File: src/rtl/vpfx_mode_dec.sv
module vpfx_mode_dec #(
  parameter int ADDR_W  = 64,
  parameter int MAXVL_W = 7
) (
  input  logic              clk,
  input  logic              rst_n,
  input  logic              in_valid,
  input  logic [0:4]        mode_f,
  input  logic              rc,
  input  logic [ADDR_W-1:0] cia,
  input  logic [MAXVL_W-1:0] maxvl,
  output logic              out_valid,
  output logic [2:0]        mode_o,
  output logic              illegal,
  output logic              vimm,
  output logic              dz,
  output logic              sz,
  output logic              red_var,
  output logic              sat_sgn,
  output logic              ff_vli,
  output logic              ff_inv,
  output logic [1:0]        ff_crsel,
  output logic              ff_zz,
  output logic              ff_rc1,
  output logic [ADDR_W-1:0] nia
);
  localparam logic [2:0] K_SIMPLE = 3'd0;
  localparam logic [2:0] K_RED    = 3'd1;
  localparam logic [2:0] K_SAT    = 3'd2;
  localparam logic [2:0] K_FF     = 3'd3;
  localparam logic [2:0] K_VIMM   = 3'd4;
  localparam logic [2:0] K_RSV    = 3'd5;
  localparam int         WRD_W    = MAXVL_W + 1;

  wire b0 = mode_f[0];
  wire b1 = mode_f[1];
  wire b2 = mode_f[2];
  wire b3 = mode_f[3];
  wire b4 = mode_f[4];

  wire is_ff  = b1;
  wire is_sat = b0 & ~b1;
  wire is_m00 = ~b0 & ~b1;
  wire is_smp = is_m00 & ~b2;
  wire is_red = is_m00 & b2 & ~b4;
  wire is_vi  = is_m00 & b2 & ~b3 & b4;
  wire is_rsv = is_m00 & b2 & b3 & b4;

  logic [MAXVL_W-1:0] extra_n;
  logic [WRD_W-1:0]   words_n;
  logic [ADDR_W-1:0]  skip_b;
  logic [ADDR_W-1:0]  nia_c;
  logic [2:0]         kind_c;

  assign extra_n = (maxvl > MAXVL_W'(1)) ? maxvl - MAXVL_W'(1) : '0;
  assign words_n = ({1'b0, extra_n} + WRD_W'(1)) >> 1;
  assign skip_b  = is_vi ? ADDR_W'({words_n, 2'b00}) : '0;
  assign nia_c   = cia + ADDR_W'(8) + skip_b;

  always_comb begin
    kind_c = K_SIMPLE;
    if (is_ff)       kind_c = K_FF;
    else if (is_sat) kind_c = K_SAT;
    else if (is_red) kind_c = K_RED;
    else if (is_vi)  kind_c = K_VIMM;
    else if (is_rsv) kind_c = K_RSV;
  end

  always_ff @(posedge clk or negedge rst_n) begin
    if (!rst_n) begin
      out_valid <= 1'b0;
      mode_o    <= '0;
      illegal   <= 1'b0;
      vimm      <= 1'b0;
      dz        <= 1'b0;
      sz        <= 1'b0;
      red_var   <= 1'b0;
      sat_sgn   <= 1'b0;
      ff_vli    <= 1'b0;
      ff_inv    <= 1'b0;
      ff_crsel  <= '0;
      ff_zz     <= 1'b0;
      ff_rc1    <= 1'b0;
      nia       <= '0;
    end else begin
      out_valid <= in_valid;
      if (in_valid) begin
        mode_o   <= kind_c;
        illegal  <= is_rsv;
        vimm     <= is_vi;
        dz       <= (is_smp | is_sat) & b3;
        sz       <= (is_smp | is_sat) & b4;
        red_var  <= is_red & b3;
        sat_sgn  <= is_sat & b2;
        ff_vli   <= is_ff & b0;
        ff_inv   <= is_ff & b2;
        ff_crsel <= (is_ff & rc) ? {b3, b4} : 2'b00;
        ff_zz    <= is_ff & ~rc & b3;
        ff_rc1   <= is_ff & ~rc & b4;
        nia      <= nia_c;
      end
    end
  end

  p_excl_r5: assert property (@(posedge clk) disable iff (!rst_n)
    !(vimm && illegal));

  p_vimm_kind_r5: assert property (@(posedge clk) disable iff (!rst_n)
    vimm |-> (mode_o == K_VIMM));

  p_hold_r2: assert property (@(posedge clk) disable iff (!rst_n)
    !in_valid |=> ($stable(nia) && $stable(mode_o) && !out_valid));

  p_ff_seq_r9: assert property (@(posedge clk) disable iff (!rst_n)
    (in_valid && mode_f[1]) |=> (nia == $past(cia) + ADDR_W'(8) && !vimm));

  p_align_r10: assert property (@(posedge clk) disable iff (!rst_n)
    in_valid |=> (nia[1:0] == $past(cia[1:0])));

  p_ffonly_r11: assert property (@(posedge clk) disable iff (!rst_n)
    (out_valid && mode_o != K_FF) |-> (!ff_vli && !ff_inv && ff_crsel == 2'b00 && !ff_zz && !ff_rc1));

  p_rc_split_r8: assert property (@(posedge clk) disable iff (!rst_n)
    !(ff_crsel != 2'b00 && (ff_zz || ff_rc1)));
endmodule

File: config.mk
export PLATFORM = sky130hd
export DESIGN_NAME = vpfx_mode_dec
export DESIGN_NICKNAME = d
export VERILOG_FILES = /design/src/rtl/vpfx_mode_dec.sv
export SDC_FILE = /design/constraint.sdc
export NUM_CORES = 1
export LEC_CHECK = 0
export BUFFER_PORTS_ARGS = -buffer_cell sky130_fd_sc_hd__buf_2
export CAP_MARGIN = 30
export CORE_ASPECT_RATIO = 1.2
export CORE_MARGIN = 1
export CORE_UTILIZATION = 37
export CTS_CLUSTER_SIZE = 30
export DETAILED_ROUTE_END_ITERATION = 8
export SYNTH_ARGS = -nofsm -noshare
export SYNTH_HDL_FRONTEND = slang
export SYNTH_SLANG_ARGS = --single-unit
File: constraint.sdc
create_clock -name clk -period 1 [get_ports clk]
set_clock_uncertainty 0.05 [all_clocks]
set_input_delay 0.05 -clock clk [delete_from_list [all_inputs] [get_ports clk]]
set_output_delay 0.05 -clock clk [all_outputs]
set_load 0.03 [all_outputs]
==> impl_metrics.json <==
{
  "outcome": "complete, but fails checks",
  "violations": "hold timing, setup timing",
  "numCtsBuffers": 9,
  "grt_setup_unrepaired": "true",
  "vias": 4930,
  "dp.cells": 920,
  "total_power_w": 0.00996,
  "num_rows": 45,
  "crit_type": "input port to flip-flop",
  "fin_ws_ps": -2090,
  "synth_xor_area_frac": 0.117,
  "clock_latency_ps": 330,
  "netlist.area_leader.share": 0.412,
  "synth_cell_types": 51,
  "startpoint_type": "input port",
  "synthCells": 514,
  "die_y_um": 128,
  "tightest_slew_ps": 469,
  "synth.cell_area_um2": 4860,
  "top_register": "nia",
  "p_int_w": 0.00688,
  "initial_core_util": 0.382,
  "final_antenna_net_count": 0,
  "whs_ps": -6.75,
  "fin_crit_ps": 3090,
  "remaining_drc_errors": 0,
  "gp_congestion": 0.822,
  "finalCritPeriodShare": 3.09,
  "wl_per_cell_um": 15.6,
  "swShare": 0.309,
  "final_cell_mix": "buf_4, dfrtp_1, buf_6",
  "synth_compound_area_frac": 0.131,
  "hpwl_um": 10400,
  "synthMuxAreaShare": 0.0342,
  "leakagePower_nw": 3.76,
  "cp_slowest_cell": "or4_4",
  "synth_edf_count": 0,
  "syn_nets": 612,
  "clkTransAtPathRegs_ps": 70,
  "setup_viol": 68,
  "clk_path_buf_depth": 2,
  "synth_top_area_cell": "dfrtp_1",
  "ys_seq_area_frac": 0.412,
  "synth_top_family_by_area": "simple AND/OR/NAND/NOR gates",
  "synth-simple-area-share": 0.210,
  "drv_slew": 0,
  "power_density_nw_per_um2": 1210,
  "die_x_um": 107,
  "fillers": 1048,
  "io_buffers": 159,
  "critPathArrivalTime_ps": 3260,
  "drv_cap": 0,
  "irDropWorstVdd_v": 0.000696,
  "hold_path.class": "input port to flip-flop",
  "grt_max_degree": 81,
  "core_um2": 12700,
  "cts_max_level": 3,
  "clkPwrFrac": 0.330,
  "max_clock_freq_mhz": 324,
  "max_stage_delay_ps": 520,
  "n_antenna_cell": 0,
  "grt_first_pass_wirelength_um": 23700,
  "power_frac_comb": 0.293,
  "cts_root_buffer": "clkbuf_16",
  "top_regs": "nia x64, mode_o x3, ff_crsel x2",
  "cp_cell_sequence": "buf_12 > inv_12 > ha_4 > o211a_4 > or4_4 > mux2i_1 > nor2b_1 > ha_1 > buf_6 > ha_4 > a211oi_4 > o21bai_4 > a31o_4 > clkbuf_16 > xor2_1 > mux2_4",
  "ys.flop_type": "dfrtp_1",
  "drtPass1Iterations": 5,
  "grt_overflow": 0,
  "drtIter0Drc": 192,
  "synthArstFlopShare": 1.00,
  "layout_commonest_cell": "buf_4",
  "io_pins": 160,
  "synth_area_leaders": "dfrtp_1, xor2_1, a21oi_1",
  "worst_ep_required_time_ps": 1170,
  "ys_ff_latch": 80,
  "crit_top_cell": "ha_4",
  "nets": 902,
  "finalHoldViolations": 1,
  "die-area_um2": 13600,
  "clock_sinks": 80,
  "drt_wl_total_um": 15200,
  "syn_area_per_cell_um2": 9.46,
  "grt_usage": 0.220,
  "power_frac_seq": 0.378,
  "slew_headroom": 0.687,
  "area_delta_synth_final_pct": 69.1,
  "cp-end-kind": "flip-flop",
  "synth-adder-area-share": 0.0479,
  "drive_above_1_share": 0.475,
  "viasPerCell": 5.07,
  "critPathMaxFanout": 7,
  "grt_pass1_vias": 5021,
  "antenna_found_initial": 0,
  "largest_register_ffs": 64,
  "cts_tree": "yes",
  "p_sw_w": 0.00308,
  "instances_no_fill": 972,
  "yosys_warnings": 0
}
==> power by group through the flow <==
stage / clock network, W / logic, W / registers (W)
3_3_place_gp: 0 / 0.00229 / 0.00374
4_1_cts: 0.00336 / 0.00272 / 0.00374
2_1_floorplan: 0 / 0.000656 / 0.00432
6_report: 0.00328 / 0.00292 / 0.00376
5_1_grt: 0.00348 / 0.00311 / 0.00379
3_5_place_dp: 0 / 0.00232 / 0.00375
==> metal layers <==
metal | share of wire | global-route usage | vias to the layer above
met3 | 0.040 | 0.0327 | 30
met5 | 0 | 0 | -
li1 | - | - | 2391
met2 | 0.53 | 0.400 | 137
met1 | 0.40 | 0.257 | 2372
met4 | 0.023 | 0.0894 | 0
==> path summary, 6_finish.rpt <==
check	startpoint	to	slack (ps)	cells after the start
min	cia[41]	nia[41]	-7	3
max reg2reg	nia[3]	nia[3]	50	2
min in group asynchronous	rst_n	nia[42]	200	3
max in group asynchronous	rst_n	nia[5]	300	3
min reg2reg	nia[2]	nia[2]	460	1
max	maxvl[1]	nia[10]	-2090	16
==> final cells by class <==
type                            count  area (um2)  share of cell area
Clock inverter                      4        53.8             0.00654
Timing Repair Buffer              308        2640               0.321
Sequential cell                    80        2000               0.244
Clock buffer                       11         233              0.0283
Inverter                           21        93.8              0.0114
Multi-Input combinational cell    384        3000               0.365
Tap cell                          164         205              0.0250
==> synth_stat cells (all sizes together), types with 14 or more instances <==
cell type	instances
a21oi	56
nand3	17
nand2	14
clkbuf	17
xor2	56
nand4	18
ha	17
inv	21
dfrtp	80
nor2	74
==> cell families (layout without fill, tap and decap cells) <==
| family | Yosys count | count (layout) |
|---|---|---|
| AOI/OAI and AO/OA | 106 | 106 |
| adders and majority gates | 18 | 18 |
| and+or+nand+nor | 180 | 180 |
| xor gates and xnor gates | 65 | 65 |
| DFF | 80 | 80 |
| buffers and inverters | 50 | 344 |
| muxes | 15 | 15 |
==> critical path: cells and delay by family <==
family                   cells  cell delay, ps
AO/OA/AOI/OAI                4             940
buffers and inverters        4             430
multiplexers                 2             420
adder cells (fa/ha/maj)      3             660
XOR/XNOR                     1             150
AND/OR/NAND/NOR              2             580
==> stage by stage <==
step                      cell area [um2]  utilization  TNS (ps)  setup WS [ps]
after floorplan                      5020            -   -128470          -2260
after global routing                 8220        0.646   -128370          -2250
after CTS                            7890        0.620   -117880          -2070
after detailed placement             6820        0.536   -149450          -2600
after global placement               6820        0.536   -146220          -2550
final                                8220        0.646   -119010          -2090
==> timing repair <==
action                     CTS  global route
setup endpoints to repair  127           127
cloned                       1             2
gates resized for setup    167            57
buffers inserted             8            16
hold endpoints to repair    93             0
pin swaps                   27            17
hold buffers                10             0
Note: power is estimated with default switching activity, not from simulation.
